File: config.mk
export PLATFORM = sky130hd
export DESIGN_NAME = btn_hid_ctrl
export DESIGN_NICKNAME = d
export VERILOG_FILES = /design/src/rtl/btn_hid_pkg.sv /design/src/rtl/btn_debounce.sv /design/src/rtl/mute_power_ctrl.sv /design/src/rtl/btn_hid_ctrl.sv
export SDC_FILE = /design/constraint.sdc
export NUM_CORES = 1
export LEC_CHECK = 0
export CAP_MARGIN = 10
export CORE_ASPECT_RATIO = 1.1
export CORE_MARGIN = 2
export CORE_UTILIZATION = 45
export CTS_CLUSTER_SIZE = 25
export DETAILED_ROUTE_END_ITERATION = 10
export PLACE_DENSITY = 0.69
export SLEW_MARGIN = 10
export SYNTH_ARGS = -nofsm -noshare
export SYNTH_HDL_FRONTEND = slang
export SYNTH_SLANG_ARGS = --single-unit
File: constraint.sdc
create_clock -name clk -period 2.7 [get_ports clk]
set_input_delay 0.81 -clock clk [delete_from_list [all_inputs] [get_ports clk]]
set_output_delay 0.81 -clock clk [all_outputs]
set_load 0.005 [all_outputs]
File: src/rtl/btn_hid_pkg.sv
package btn_hid_pkg;

    localparam int unsigned NUM_BTN  = 4;
    localparam int unsigned IDX_REC  = 0;
    localparam int unsigned IDX_PLAY = 1;
    localparam int unsigned IDX_VUP  = 2;
    localparam int unsigned IDX_VDN  = 3;

    typedef enum logic [1:0] {
        ST_LOW       = 2'd0,
        ST_RISE_WAIT = 2'd1,
        ST_HIGH      = 2'd2,
        ST_FALL_WAIT = 2'd3
    } db_state_t;

    typedef enum logic {
        PWR_SUSPEND = 1'b0,
        PWR_NORMAL  = 1'b1
    } pwr_state_t;

endpackage

File: src/rtl/btn_debounce.sv
module btn_debounce
    import btn_hid_pkg::*;
#(
    parameter int unsigned DEBOUNCE_CYCLES = 48000
) (
    input  logic clk,
    input  logic rst_n,
    input  logic raw_i,
    output logic level_o,
    output logic rise_o,
    output logic fall_o
);

    localparam int unsigned CW = (DEBOUNCE_CYCLES > 1) ? $clog2(DEBOUNCE_CYCLES) : 1;
    localparam logic [CW-1:0] LAST = CW'(DEBOUNCE_CYCLES - 1);

    logic          sync1_q, sync2_q;
    db_state_t     state_q, state_d;
    logic [CW-1:0] cnt_q, cnt_d;

    always_ff @(posedge clk or negedge rst_n) begin
        if (!rst_n) begin
            sync1_q <= 1'b0;
            sync2_q <= 1'b0;
        end else begin
            sync1_q <= raw_i;
            sync2_q <= sync1_q;
        end
    end

    // state register
    always_ff @(posedge clk or negedge rst_n) begin
        if (!rst_n) begin
            state_q <= ST_LOW;
            cnt_q   <= '0;
        end else begin
            state_q <= state_d;
            cnt_q   <= cnt_d;
        end
    end

    always_comb begin
        state_d = state_q;
        cnt_d   = cnt_q;
        unique case (state_q)
            ST_LOW: begin
                cnt_d = '0;
                if (sync2_q) state_d = ST_RISE_WAIT;
            end
            ST_RISE_WAIT: begin
                if (!sync2_q) begin
                    state_d = ST_LOW;
                end else if (cnt_q == LAST) begin
                    state_d = ST_HIGH;
                end else begin
                    cnt_d = cnt_q + 1'b1;
                end
            end
            ST_HIGH: begin
                cnt_d = '0;
                if (!sync2_q) state_d = ST_FALL_WAIT;
            end
            ST_FALL_WAIT: begin
                if (sync2_q) begin
                    state_d = ST_HIGH;
                end else if (cnt_q == LAST) begin
                    state_d = ST_LOW;
                end else begin
                    cnt_d = cnt_q + 1'b1;
                end
            end
            default: state_d = ST_LOW;
        endcase
    end

    // outputs
    always_comb begin
        level_o = 1'b0;
        rise_o  = 1'b0;
        fall_o  = 1'b0;
        unique case (state_q)
            ST_LOW:       level_o = 1'b0;
            ST_RISE_WAIT: rise_o  = sync2_q && (cnt_q == LAST);
            ST_HIGH:      level_o = 1'b1;
            ST_FALL_WAIT: begin
                level_o = 1'b1;
                fall_o  = !sync2_q && (cnt_q == LAST);
            end
            default:      level_o = 1'b0;
        endcase
    end

    AST_RISE_THEN_HIGH: assert property (@(posedge clk) disable iff (!rst_n)
        rise_o |=> level_o && !rise_o);
    AST_FALL_THEN_LOW: assert property (@(posedge clk) disable iff (!rst_n)
        fall_o |=> !level_o && !fall_o);

endmodule

File: src/rtl/mute_power_ctrl.sv
module mute_power_ctrl
    import btn_hid_pkg::*;
(
    input  logic clk,
    input  logic rst_n,
    input  logic suspend_i,
    input  logic host_mute_i,
    input  logic rec_mute_i,
    output logic rec_stat_o,
    output logic amp_pwr_o,
    output logic amp_stby_o,
    output logic amp_mute_o,
    output logic mic_bias_o
);

    pwr_state_t state_q;

    // state register
    always_ff @(posedge clk or negedge rst_n) begin
        if (!rst_n) state_q <= PWR_SUSPEND;
        else        state_q <= suspend_i ? PWR_SUSPEND : PWR_NORMAL;
    end

    // outputs
    always_comb begin
        unique case (state_q)
            PWR_NORMAL: begin
                rec_stat_o = rec_mute_i;
                amp_pwr_o  = 1'b1;
                amp_stby_o = 1'b0;
                amp_mute_o = host_mute_i;
                mic_bias_o = 1'b1;
            end
            default: begin
                rec_stat_o = 1'b0;
                amp_pwr_o  = 1'b0;
                amp_stby_o = 1'b1;
                amp_mute_o = 1'b1;
                mic_bias_o = 1'b0;
            end
        endcase
    end

    AST_SUSP_LEVELS: assert property (@(posedge clk) disable iff (!rst_n)
        $past(suspend_i) |-> !amp_pwr_o && amp_stby_o && amp_mute_o && !mic_bias_o);
    AST_NORM_LEVELS: assert property (@(posedge clk) disable iff (!rst_n)
        $past(rst_n) && !$past(suspend_i) |-> amp_pwr_o && !amp_stby_o && mic_bias_o);
    AST_STAT_SUSP_LOW: assert property (@(posedge clk) disable iff (!rst_n)
        $past(suspend_i) |-> !rec_stat_o);

endmodule

File: src/rtl/btn_hid_ctrl.sv
module btn_hid_ctrl
    import btn_hid_pkg::*;
#(
    parameter int unsigned DEBOUNCE_CYCLES = 48000
) (
    input  logic               clk,
    input  logic               rst_n,
    input  logic               btn_rec_mute_i,
    input  logic               btn_play_mute_i,
    input  logic               btn_vol_up_i,
    input  logic               btn_vol_down_i,
    input  logic               suspend_i,
    input  logic               host_play_mute_i,
    output logic [NUM_BTN-1:0] report_o,
    output logic               report_chg_o,
    output logic               rec_mute_stat_o,
    output logic               amp_pwr_o,
    output logic               amp_stby_o,
    output logic               amp_mute_o,
    output logic               mic_bias_en_o
);

    logic [NUM_BTN-1:0] raw, rise, fall, level;
    logic [NUM_BTN-1:0] report_q, report_d;
    logic               chg_q;

    assign raw[IDX_REC]  = btn_rec_mute_i;
    assign raw[IDX_PLAY] = btn_play_mute_i;
    assign raw[IDX_VUP]  = btn_vol_up_i;
    assign raw[IDX_VDN]  = btn_vol_down_i;

    for (genvar g = 0; g < NUM_BTN; g++) begin : g_btn
        btn_debounce #(.DEBOUNCE_CYCLES(DEBOUNCE_CYCLES)) u_db (
            .clk    (clk),
            .rst_n  (rst_n),
            .raw_i  (raw[g]),
            .level_o(level[g]),
            .rise_o (rise[g]),
            .fall_o (fall[g])
        );
    end

    always_comb begin
        report_d = report_q;
        for (int i = 0; i < NUM_BTN; i++) begin
            if (i == IDX_REC) begin
                if (rise[i]) report_d[i] = !report_q[i];
            end else if (rise[i]) begin
                report_d[i] = 1'b1;
            end else if (fall[i]) begin
                report_d[i] = 1'b0;
            end
        end
    end

    always_ff @(posedge clk or negedge rst_n) begin
        if (!rst_n) begin
            report_q <= '0;
            chg_q    <= 1'b0;
        end else begin
            report_q <= report_d;
            chg_q    <= (report_d != report_q);
        end
    end

    assign report_o     = report_q;
    assign report_chg_o = chg_q;

    mute_power_ctrl u_pwr (
        .clk        (clk),
        .rst_n      (rst_n),
        .suspend_i  (suspend_i),
        .host_mute_i(host_play_mute_i),
        .rec_mute_i (report_q[IDX_REC]),
        .rec_stat_o (rec_mute_stat_o),
        .amp_pwr_o  (amp_pwr_o),
        .amp_stby_o (amp_stby_o),
        .amp_mute_o (amp_mute_o),
        .mic_bias_o (mic_bias_en_o)
    );

    AST_REC_TOGGLE: assert property (@(posedge clk) disable iff (!rst_n)
        rise[IDX_REC] |=> report_o[IDX_REC] != $past(report_o[IDX_REC]));
    AST_REC_FALL_HOLD: assert property (@(posedge clk) disable iff (!rst_n)
        fall[IDX_REC] |=> $stable(report_o[IDX_REC]));
    AST_CHG_ON_DIFF: assert property (@(posedge clk) disable iff (!rst_n)
        (report_o != $past(report_o)) |-> report_chg_o);
    AST_CHG_ONLY_DIFF: assert property (@(posedge clk) disable iff (!rst_n)
        report_chg_o |-> (report_o != $past(report_o)));
    AST_QUIET_LOW: assert property (@(posedge clk) disable iff (!rst_n)
        (!level[IDX_PLAY] && !$past(level[IDX_PLAY])) |-> !report_o[IDX_PLAY] || $past(report_o[IDX_PLAY]));

endmodule

# Yosys cells after proc, flatten, opt, wreduce, memory -nomap -nowiden
# Index checks and enable logic that the tools add are counted.
# totals
regBits	86
in_bits	8
output_inout_bits	10
elab_cells	154
# op_classes
addsub	4
eq_ne	41
n_mux	63
reduce_logical	27
# op_table
op	count
two-way mux 16 bit	12
one-hot mux 16 bit (3 select lines)	4
adder 16 x 1 -> 16 bit, second input constant	4
== test 16 bit, second input constant	4
two-way mux 2 bit	24
one-hot mux 2 bit (4 select lines)	4
two-way mux 1 bit	19
== test 2 bit, second input constant	8
!= test 2 x 1 -> 1 bit, second input constant	8
!= test 2 bit, second input constant	8
AND reduction 4 bit	4
!= test 3 x 1 -> 1 bit, second input constant	4
!= test 3 bit, second input constant	4
== test 2 x 1 -> 1 bit, second input constant	4
zero test 2 bit	4
AND reduction 2 bit	4
OR reduction 2 bit	4
logical AND 1 bit	7
zero test 1 bit	4
!= test 4 bit	1

# Logic depth before layout (Yosys ltp)
# logic_depth
word_depth	6
depth_mapped	7
depth_no_buf	6

# Cells and area by module
# Synthesis repeated with hierarchy kept, for this count alone.
# unflattened
cells_unflattened	460
area_unflattened_um2	4471.8
# modules_own_cells
mod	instances	cells_each	area_per_inst_um2	seq_area_each_um2
btn_debounce at g_btn[0].u_db ...	3	111	1046.0	500.5
btn_debounce at g_btn[3].u_db	1	102	1066.0	500.5
btn_hid_ctrl	1	19	215.2	125.1
mute_power_ctrl	1	6	52.6	25.0

# Worst setup path after synthesis
# No wires, ideal clock.
# synth_path
path_kind	register -> register
from	register g_btn[1].u_db.cnt_q[0]
to	register g_btn[1].u_db.cnt_q[3]
setup_time_ns	0.079
arrival_ns	1.764
required_ns	2.621
setup_slack_ns	0.857
path_stages_with_launch	7
path_buffers	0
synth_period_minus_slack_ns	1.843
cell_sequence	dfrtp_1 ha_1 and3_1 and4_1 a21oi_1 and4_1 mux2i_1
# synth_via
elab_chain_cells	4
elab_cells_between_ends	6
cone_classes	1 x add/sub; 1 x eq/ne; 4 x mux
# synth_rtl
element	line	rtl
from (decl)	btn_debounce.sv:19	logic [CW-1:0] cnt_q, cnt_d;
from (signal assigned)	btn_debounce.sv:38	cnt_q <= cnt_d;
adder 16 x 1 -> 16 bit / == test 16 bit (equally long branches)	n/a	
two-way mux 16 bit (*)	btn_debounce.sv:53, btn_debounce.sv:66	
two-way mux 16 bit (on tied branches)	btn_debounce.sv:64, btn_debounce.sv:51	
one-hot mux 16 bit (3 select lines) (*)	btn_debounce.sv:45	unique case (state_q)
# Mark *: on every way between the ends. The rest lies on a longest branch, timed or not. The select of a mux whose other input is x is not followed.
# A chain may end at the register's enable or synchronous reset.

# Final worst setup path
# layout_path
from	input host_play_mute_i
to	output amp_mute_o
# layout_via
elab_chain_cells	1
# layout_rtl
element	line	rtl
from (decl)	btn_hid_ctrl.sv:13	input logic host_play_mute_i,
two-way mux 1 bit	mute_power_ctrl.sv:26	unique case (state_q)
to (decl)	btn_hid_ctrl.sv:19	output logic amp_mute_o,
# No other way between the ends.

==> impl_metrics.tcl <==
set metrics [dict create \
    avgSynthCellArea_um2 10.1 \
    layout-drive-gt1-share_pct 6.09 \
    hold_path.class "in2async" \
    period_share_pct 98.1 \
    grt_max_degree 47 \
    finalSetupTns_ps 0 \
    p_per_area_nw_per_um2 498 \
    ys.warnings.count 0 \
    drtIter0Drc 118 \
    synth_area_um2 4390 \
    top_usage_layer "met2" \
    die_h_um 108 \
    hold_slack_ps 325 \
    status "completed" \
    final_util_pct 52.0 \
    fmax_mhz 378 \
    clock_sinks 86 \
    period_minus_slack_ps 2650 \
    path_max_fanout 1 \
    post_cts_buffers 0 \
    synth-seq-cells 86 \
    grt_pass1_vias 3006 \
    dp.cells 561 \
    ys_types 50 \
    rows 37 \
    ir_drop_mv 0.248 \
    maxCapViolations 0 \
    tritoncts "yes" \
    hold_violations 0 \
    endpoint_kind "output pin" \
    n_antenna_cell 0 \
    holdBufCountCts 0 \
    synth_edf_count 0 \
    synth_cells 435 \
    rsz0062_at_grt "no" \
    slew_headroom_pct 56.2 \
    clk_pin_slew_ps 90 \
    ctsLongestPathBuffers 2 \
    vias_per_cell 5.54 \
    cts.repair.resized 0 \
    cts_max_level 3 \
    first_pass_iters 4 \
    grtUsageTotal_pct 15.7 \
    start_util_pct 46.5 \
    synth_seq_area_share_pct 49.0 \
    layout.cells.non_filler 577 \
    met2_usage_pct 24.5 \
    gp_congestion 0.787 \
    crit_type "in2out" \
    tightestPinTransition_ps 656 \
    setup_slack_ps 51.6 \
    grt_overflow 0 \
    syn2layout_area_growth_pct 11.8 \
    cts_made_buffers 9 \
    vias 3198 \
    async_flop_share_pct 100 \
    crit_arrival_ps 1840 \
    synth_nets 447 \
    drc 0 \
    required_ps 1890 \
    grt_pass1_wl_um 13700 \
    dpl.hpwl_um 5240 \
    fin_skew_ps 13.8 \
    cts-root-buf "clkbuf_8" \
    die_area_um2 10600 \
    grt_util_met1_pct 21.8 \
    antenna_found_initial 0 \
    die_w_um 98.2 \
    synth.most_common_cell "dfrtp_1" \
    wire_per_inst_um 13.3 \
    antenna_left 0 \
    drt-total-wl_um 7700 \
    synth_top_cells_by_count "86 x dfrtp_1, 42 x nand2_1, 33 x and2_1" \
    dpl_worst_slack_ps 50.1 \
    start_kind "input port" \
    clk_latency_ps 360 \
    synth_top_flop_cell "dfrtp_1" \
    gr-usage-met3_pct 2.40 \
    coreArea_um2 9440 \
    yosysTopAreaCell "dfrtp_1" \
    drv_slew 0 \
    synth_area_leaders "dfrtp_1 49%, and2_1 4.7%, xor2_1 4.2%" \
    num_io_pins 18 \
    yosysTopAreaCellShare_pct 49.0 \
    port_buffers 17 \
    setup_viol 0 \
    nets 467 \
    leakage_uw 0.00216 \
]
[worst paths after layout]
kind                       slack (ps)  cells after the start                   start                      end
setup / recovery                   50                      3        host_play_mute_i               amp_mute_o
hold / removal                    320                      1                   rst_n  g_btn[1].u_db.cnt_q[11]
setup reg to reg                  630                      6  g_btn[1].u_db.cnt_q[0]   g_btn[1].u_db.cnt_q[3]
hold reg to reg                   350                      0   g_btn[1].u_db.sync1_q    g_btn[1].u_db.sync2_q
max in group asynchronous        1800                      2                   rst_n   g_btn[3].u_db.cnt_q[6]
min in group clk                  350                      0   g_btn[1].u_db.sync1_q    g_btn[1].u_db.sync2_q
[routing by layer]
layer,vias to the layer above,share of wire [%]
met5,-,0
met4,0,1.8
met3,14,3.2
met2,56,47
met1,1537,48
li1,1591,-
[registers in the layout (all words and copies together) (netlist names), named ones only]
register / count
g_btn.u_db.cnt_q: 64
g_btn.u_db.state_q: 4
g_btn.u_db.sync1_q: 4
g_btn.u_db.sync2_q: 4
report_o: 4
report_chg_o: 1
u_pwr.state_q: 1
[layout by cell type (no fill, tap or decap), types with 4 or more instances in the layout]
| cell type | count |
|---|---|
| o211ai_1 | 4 |
| nor4_1 | 9 |
| and3_1 | 10 |
| o21ai_1 | 5 |
| clkinvlp_4 | 4 |
| nor3_1 | 8 |
| mux2i_1 | 10 |
| clkbuf_8 | 9 |
| inv_1 | 9 |
| clkdlybuf4s50_1 | 16 |
| nand3_1 | 28 |
| and4_1 | 7 |
| xor2_1 | 21 |
| a21oi_1 | 9 |
| xnor2_1 | 18 |
| dfrtp_1 | 86 |
| a21boi_1 | 12 |
| or3_1 | 9 |
| nand4_1 | 15 |
| o21ai_0 | 17 |
| and2_1 | 33 |
| nand2_1 | 42 |
| ha_1 | 4 |
| buf_4 | 6 |
| o31ai_1 | 5 |
| nor2_1 | 7 |
| nand2b_1 | 20 |
[area by class of cell]
type	instances	area [um^2]
fill	901	4540
sequential	86	2150
multi-input combinational	326	2130
timing repair buffer	23	225
tap	117	146
clock buffer	9	124
clock inverter	7	98.8
inverter	9	33.8
[cells by family after synthesis]
logic type | after synthesis | share of synthesized area [%]
DFF | 86 | 49.0
AOI/OAI and AO/OA | 67 | 10.0
muxes | 12 | 2.79
buffers and inverters | 23 | 2.51
adders and majority gates | 4 | 1.14
and+or+nand+nor | 204 | 26.7
xor gates and xnor gates | 39 | 7.78
[worst max-delay path, stage by stage]
cell             delay (ps)
clkdlybuf4s50_1         450
nand2b_1                 90
clkdlybuf4s50_1         490
[power breakdown]
part           internal, uW  switching [uW]
clock                   522             472
sequential             1310            34.3
combinational          47.8            62.1
[stage by stage]
step	power, uW	instance area (um^2)
floorplan	1420	4390
global placement	1480	4690
detailed placement	1480	4690
CTS	2480	4910
global route	2550	4910
finish	2450	4910
No activity file was read; power rests on OpenSTA's default activity.
